### src/rtl/diary_pkg.sv
package diary_pkg;

  // Strobes from control to the record store, valid for one cycle.
  typedef struct packed {
    logic write;    // record the incoming contribution
    logic capture;  // snapshot matches of the reported location
    logic pop;      // retire the record shown this cycle
  } diaryCmd_t;

  typedef enum logic {
    DIARY_IDLE   = 1'b0,
    DIARY_RECALL = 1'b1
  } diaryState_t;

endpackage

### src/rtl/diary_datapath.sv
module diary_datapath
  import diary_pkg::*;
#(
  parameter int SLOTS    = 32,
  parameter int ID_W     = 8,
  parameter int LOC_W    = 12,
  parameter int PIPE_LAT = 40
) (
  input  logic             clk,
  input  logic             rstN,
  input  diaryCmd_t        cmd,
  input  logic [ID_W-1:0]  emitId,
  input  logic [LOC_W-1:0] emitLoc,
  input  logic [LOC_W-1:0] rptLoc,
  output logic             outValid,
  output logic [ID_W-1:0]  outId,
  output logic [LOC_W-1:0] outLoc,
  output logic             liveOverwrite,
  output logic             pendNextAny
);

  localparam int IDX_W = (SLOTS > 1) ? $clog2(SLOTS) : 1;
  // Timestamps only need to span one retention window plus margin.
  localparam int TS_W = $clog2(PIPE_LAT + 2) + 1;
  localparam logic [TS_W-1:0] LAT_TS = TS_W'(PIPE_LAT);
  localparam logic [IDX_W-1:0] LAST_IDX = IDX_W'(SLOTS - 1);

  logic [TS_W-1:0]  now;
  logic [IDX_W-1:0] wrPtr;
  logic             slotValid [SLOTS];
  logic [ID_W-1:0]  slotId    [SLOTS];
  logic [LOC_W-1:0] slotLoc   [SLOTS];
  logic [TS_W-1:0]  slotTs    [SLOTS];

  logic [SLOTS-1:0] liveMask;
  logic [SLOTS-1:0] hitMask;
  logic [SLOTS-1:0] pendMask;
  logic [SLOTS-1:0] pendNext;
  logic [SLOTS-1:0] wrMask;
  logic [SLOTS-1:0] popMask;
  logic [IDX_W-1:0] selIdx;
  logic             selFound;

  // Age test and location compare per slot.
  for (genvar g = 0; g < SLOTS; g++) begin : gSlot
    logic [TS_W-1:0] age;
    assign age         = now - slotTs[g];
    assign liveMask[g] = slotValid[g] && (age <= LAT_TS);
    assign hitMask[g]  = liveMask[g] && (slotLoc[g] == rptLoc);
  end

  always_ff @(posedge clk or negedge rstN) begin
    if (!rstN) begin
      now   <= '0;
      wrPtr <= '0;
      for (int i = 0; i < SLOTS; i++) begin
        slotValid[i] <= 1'b0;
        slotId[i]    <= '0;
        slotLoc[i]   <= '0;
        slotTs[i]    <= '0;
      end
    end else begin
      now <= now + 1'b1;
      for (int i = 0; i < SLOTS; i++) begin
        if (wrMask[i]) begin
          slotValid[i] <= 1'b1;
          slotId[i]    <= emitId;
          slotLoc[i]   <= emitLoc;
          slotTs[i]    <= now;
        end else begin
          // Expired records are dropped so their stamps never alias.
          slotValid[i] <= liveMask[i];
        end
      end
      if (cmd.write) begin
        wrPtr <= (wrPtr == LAST_IDX) ? '0 : wrPtr + 1'b1;
      end
    end
  end

  assign wrMask        = cmd.write ? (SLOTS'(1) << wrPtr) : '0;
  assign liveOverwrite = cmd.write && liveMask[wrPtr];

  // Oldest pending record: scan forward from the write pointer.
  always_comb begin
    selIdx   = '0;
    selFound = 1'b0;
    for (int k = 0; k < SLOTS; k++) begin
      int j;
      j = int'(wrPtr) + k;
      if (j >= SLOTS) j = j - SLOTS;
      if (!selFound && pendMask[j]) begin
        selFound = 1'b1;
        selIdx   = IDX_W'(j);
      end
    end
  end

  assign popMask     = (cmd.pop && selFound) ? (SLOTS'(1) << selIdx) : '0;
  assign pendNext    = (cmd.capture ? hitMask : (pendMask & ~popMask)) & ~wrMask;
  assign pendNextAny = |pendNext;

  always_ff @(posedge clk or negedge rstN) begin
    if (!rstN) pendMask <= '0;
    else       pendMask <= pendNext;
  end

  assign outValid = selFound;
  assign outId    = slotId[selIdx];
  assign outLoc   = slotLoc[selIdx];

endmodule

### src/rtl/diary_ctrl.sv
module diary_ctrl
  import diary_pkg::*;
(
  input  logic      clk,
  input  logic      rstN,
  input  logic      emitValid,
  input  logic      rptValid,
  input  logic      liveOverwrite,
  input  logic      pendNextAny,
  output diaryCmd_t cmd,
  output logic      busy,
  output logic      overwrite
);

  diaryState_t state;

  assign busy        = (state == DIARY_RECALL);
  assign cmd.write   = emitValid;
  assign cmd.capture = rptValid && (state == DIARY_IDLE);
  assign cmd.pop     = (state == DIARY_RECALL);

  always_ff @(posedge clk or negedge rstN) begin
    if (!rstN) begin
      state     <= DIARY_IDLE;
      overwrite <= 1'b0;
    end else begin
      state     <= pendNextAny ? DIARY_RECALL : DIARY_IDLE;
      overwrite <= liveOverwrite;
    end
  end

endmodule

### src/rtl/emission_diary.sv
module emission_diary
  import diary_pkg::*;
#(
  parameter int SLOTS    = 32,
  parameter int ID_W     = 8,
  parameter int LOC_W    = 12,
  parameter int PIPE_LAT = 40
) (
  input  logic             clk,
  input  logic             rstN,
  input  logic             emitValid,
  input  logic [ID_W-1:0]  emitId,
  input  logic [LOC_W-1:0] emitLoc,
  input  logic             rptValid,
  input  logic [LOC_W-1:0] rptLoc,
  output logic             recValid,
  output logic [ID_W-1:0]  recId,
  output logic [LOC_W-1:0] recLoc,
  output logic             busy,
  output logic             overwrite
);

  diaryCmd_t cmd;
  logic      liveOverwrite;
  logic      pendNextAny;

  diary_ctrl u_ctrl (
    .clk          (clk),
    .rstN         (rstN),
    .emitValid    (emitValid),
    .rptValid     (rptValid),
    .liveOverwrite(liveOverwrite),
    .pendNextAny  (pendNextAny),
    .cmd          (cmd),
    .busy         (busy),
    .overwrite    (overwrite)
  );

  diary_datapath #(
    .SLOTS   (SLOTS),
    .ID_W    (ID_W),
    .LOC_W   (LOC_W),
    .PIPE_LAT(PIPE_LAT)
  ) u_data (
    .clk          (clk),
    .rstN         (rstN),
    .cmd          (cmd),
    .emitId       (emitId),
    .emitLoc      (emitLoc),
    .rptLoc       (rptLoc),
    .outValid     (recValid),
    .outId        (recId),
    .outLoc       (recLoc),
    .liveOverwrite(liveOverwrite),
    .pendNextAny  (pendNextAny)
  );

endmodule

### config.mk
export PLATFORM = sky130hd
export DESIGN_NAME = emission_diary
export DESIGN_NICKNAME = d
export VERILOG_FILES = /design/src/rtl/diary_pkg.sv /design/src/rtl/diary_datapath.sv /design/src/rtl/diary_ctrl.sv /design/src/rtl/emission_diary.sv
export SDC_FILE = /design/constraint.sdc
export NUM_CORES = 2
export LEC_CHECK = 0
export ABC_AREA = 1
export ABC_CLOCK_PERIOD_IN_PS = 16250
export BUFFER_PORTS_ARGS = -buffer_cell sky130_fd_sc_hd__buf_2
export CORE_MARGIN = 3
export CORE_UTILIZATION = 69
export DETAILED_ROUTE_END_ITERATION = 10
export PLACE_DENSITY = 0.86
export SETUP_SLACK_MARGIN = 0.5
export SYNTH_ARGS = -nofsm -noshare
export SYNTH_HDL_FRONTEND = slang
export SYNTH_SLANG_ARGS = --single-unit
### constraint.sdc
create_clock -name clk -period 16.25 [get_ports clk]
set_clock_uncertainty 0.15 [all_clocks]
set_input_delay 0.8125 -clock clk [delete_from_list [all_inputs] [get_ports clk]]
set_output_delay 0.8125 -clock clk [all_outputs]
set_load 0.1 [all_outputs]
==> out/metrics.yaml <==
run_status:
  status: "finished, final reports clean"
run:
  maxCapViolCount: 0
clock_network:
  post_cts_buffers: 0
  cts_tree: "built"
  post_cts_resized: 0
  cts_root_buf: "clkbuf_16"
  ctsHtreeMaxLevel: 3
  numCtsBuffers: 97
  cts_hold_buf: 0
  clkTransAtPathRegs_ns: 0.06
  cts_buffer_depth: 3
  clkLatencyLatePin_ns: 0.70
  cts_num_sinks: 942
yosys:
  syn_area_sq_mm: 0.0553
  synth_top_flop_cell: "dfrtp_1"
  yosysTopAreaCellShare_pct: 42.7
  ys_ff_latch: 942
  synth_area_leaders: "dfrtp_1 43%, nand2_1 13%, o21ai_0 7.6%"
  ys.warnings.count: 0
  syn_inst: 7110
  ys_seq_area_share_pct: 42.7
  synth-edff-count: 0
  syn-num-nets: 7359
  synth_cell_types: 61
  avgSynthCellArea_sq_um: 7.77
  yosys.area.top_type: "dfrtp_1"
  synth_async_sr_flop_share_pct: 100
detailed_routing:
  routed_wirelength_um: 178000
  dr.pass1.iters: 7
  drc: 0
  vias_per_cell: 6.40
  drt-initial-drc-count: 6658
  wl_per_cell_um: 22.2
  vias: 51500
  ant_nets: 0
worst_setup_path:
  crit_path_max_fanout: 81
  cp_common_cell: "nand2_1"
  cp_slowest_cell: "buf_4"
  cp-end-kind: "primary output"
  cp-startpoint: "u_data.wrPtr[0]$_DFFE_PN0P_"
  crit_arrival_ns: 9.82
  critPathMaxStageDelay_ns: 0.93
  rr_startpoint: "u_data.wrPtr[0]$_DFFE_PN0P_"
  start_kind: "flip-flop"
  cp.required_ns: 15.29
  r2r_slack_ns: 7.91
  r2r_cells: 40
  crit_type: "reg -> out"
  regToRegEndpoint: "u_ctrl.busy$_DFF_PN0_"
place:
  numPortBuffers: 58
  hpwl_um: 117000
  placed_area_sq_mm: 0.0558
  gp_congestion: 1.04
  placedCellCount: 7863
timing:
  relSlewSlack_pct: 17.2
  rsz0062_at_grt: "false"
  fin_crit_ns: 10.79
  fin_crit_sh_pct: 66.4
  tightest_slew_ns: 1.24
  final.setup.tns_ns: 0
  finalSetupViolations: 0
  hold_viol_final: 0
  report.final.slew_viol_count: 0
  fmax_ghz: 0.0927
global_routing:
  grtUsageMet2_pct: 67.6
  grt_remaining_overflow: 0
  grt_max_degree: 161
  grt_pass1_vias: 50200
  globalRouteMet3Util_pct: 7.95
  track_usage_pct: 42.7
  busiest_layer: "met2"
  grt_pass1_wl_um: 277000
  grtUsageMet1_pct: 53.9
  antenna_found_initial: 9
floorplan:
  die_x_um: 289
  start_util_pct: 69.8
  io-pin-count: 59
  die_area_sq_mm: 0.0835
  rows: 103
  core_area_sq_mm: 0.0791
  die_h_um: 289
cells_and_area:
  finalNonFillerCells: 8048
  post-route-util_pct: 74.9
  final_common_cell: "nand2_1"
  layout-drive-gt1-share_pct: 6.16
  finalInstanceArea_sq_mm: 0.0592
  syn2layout_area_growth_pct: 7.21
  nets: 7161
  final_cell_mix: "1937 x nand2_1, 935 x dfrtp_1, 837 x o21ai_0, 583 x inv_1, 358 x nor2_1"
worst_hold_path:
  hp-class: "in -> async"
critical path, delay by kind of cell, from the launching register on:
kind,cells,cell delay (ns)
fa+ha+maj,1,0.33
simple gates,30,4.57
flops,1,0.43
buf+inv,6,3.29
compound gates,2,0.29
through the flow:
step	hold WS, ns	setup slack, ns
2_1_floorplan	0.303	8.81
3_3_place_gp	0.316	6.56
3_5_place_dp	0.323	6.45
4_1_cts	0.0596	5.71
5_1_grt	0.0849	4.90
6_report	0.0145	5.46
flip-flops by register name (all words and copies together), names as in the netlist:
register	count
u_data.wrPtr	5
u_data.slotValid	32
u_data.now	7
u_data.pendMask	32
u_data.slotLoc	384
u_data.slotTs	224
u_ctrl.busy	1
u_data.slotId	256
u_ctrl.overwrite	1
final cells by class:
class	instances	area [sq um]
antenna	5	12.5
clock buffer	137	2790
clock inverter	43	639
fill	5762	19900
inverter	625	2350
multi-input combinational	5107	27600
sequential	942	23600
tap	1050	1310
timing repair buffer	139	958
routing by layer:
metal / part of all wire [%] / vias to the layer above
li1: - / 22900
met1: 37 / 24400
met2: 46 / 3316
met3: 11 / 814
met4: 7.3 / 4
met5: 0.015 / -
synth_stat cells, types with 6 or more instances:
library cell,instances
dfrtp_1,942
buf_4,18
nand2_2,7
o21ai_1,41
nand3_1,346
nor2_4,8
nor3_1,33
or2_2,45
buf_2,69
or4_1,16
nand4_1,226
o221ai_1,6
nor4_1,29
clkinv_1,20
o2111ai_1,36
a31oi_1,10
nand4_4,7
nor2_1,371
a22oi_1,111
inv_1,585
o21a_1,16
xor2_1,148
buf_6,6
buf_1,46
o211ai_1,46
a21o_1,32
xnor2_1,309
a21oi_1,224
o21ai_0,837
ha_1,213
clkbuf_1,297
inv_2,18
nand2_1,1938
how the worst max path moves through the flow:
stage            endpoint  cells past startpoint
2_1_floorplan   recLoc[8]                     41
5_1_grt         recLoc[8]                     40
4_1_cts         recLoc[8]                     38
3_3_place_gp    recLoc[8]                     37
6_report       recLoc[11]                     39
3_5_place_dp    recLoc[8]                     37
cell families (layout without fill, tap and decap cells):
kind of cell	after synthesis	after routing	synth area share, %
simple gates	3052	3052	23.7
buf+inv	1061	944	7.58
xor+xnor	462	462	7.39
fa+ha+maj	213	213	4.82
compound gates	1377	1377	13.8
mux	3	3	0.0543
flops	942	942	42.7
other cells	0	5	0
Power is left out: the tool's default activity adds up to more than one toggle a clock period on the data nets, which glitch-free logic cannot reach.
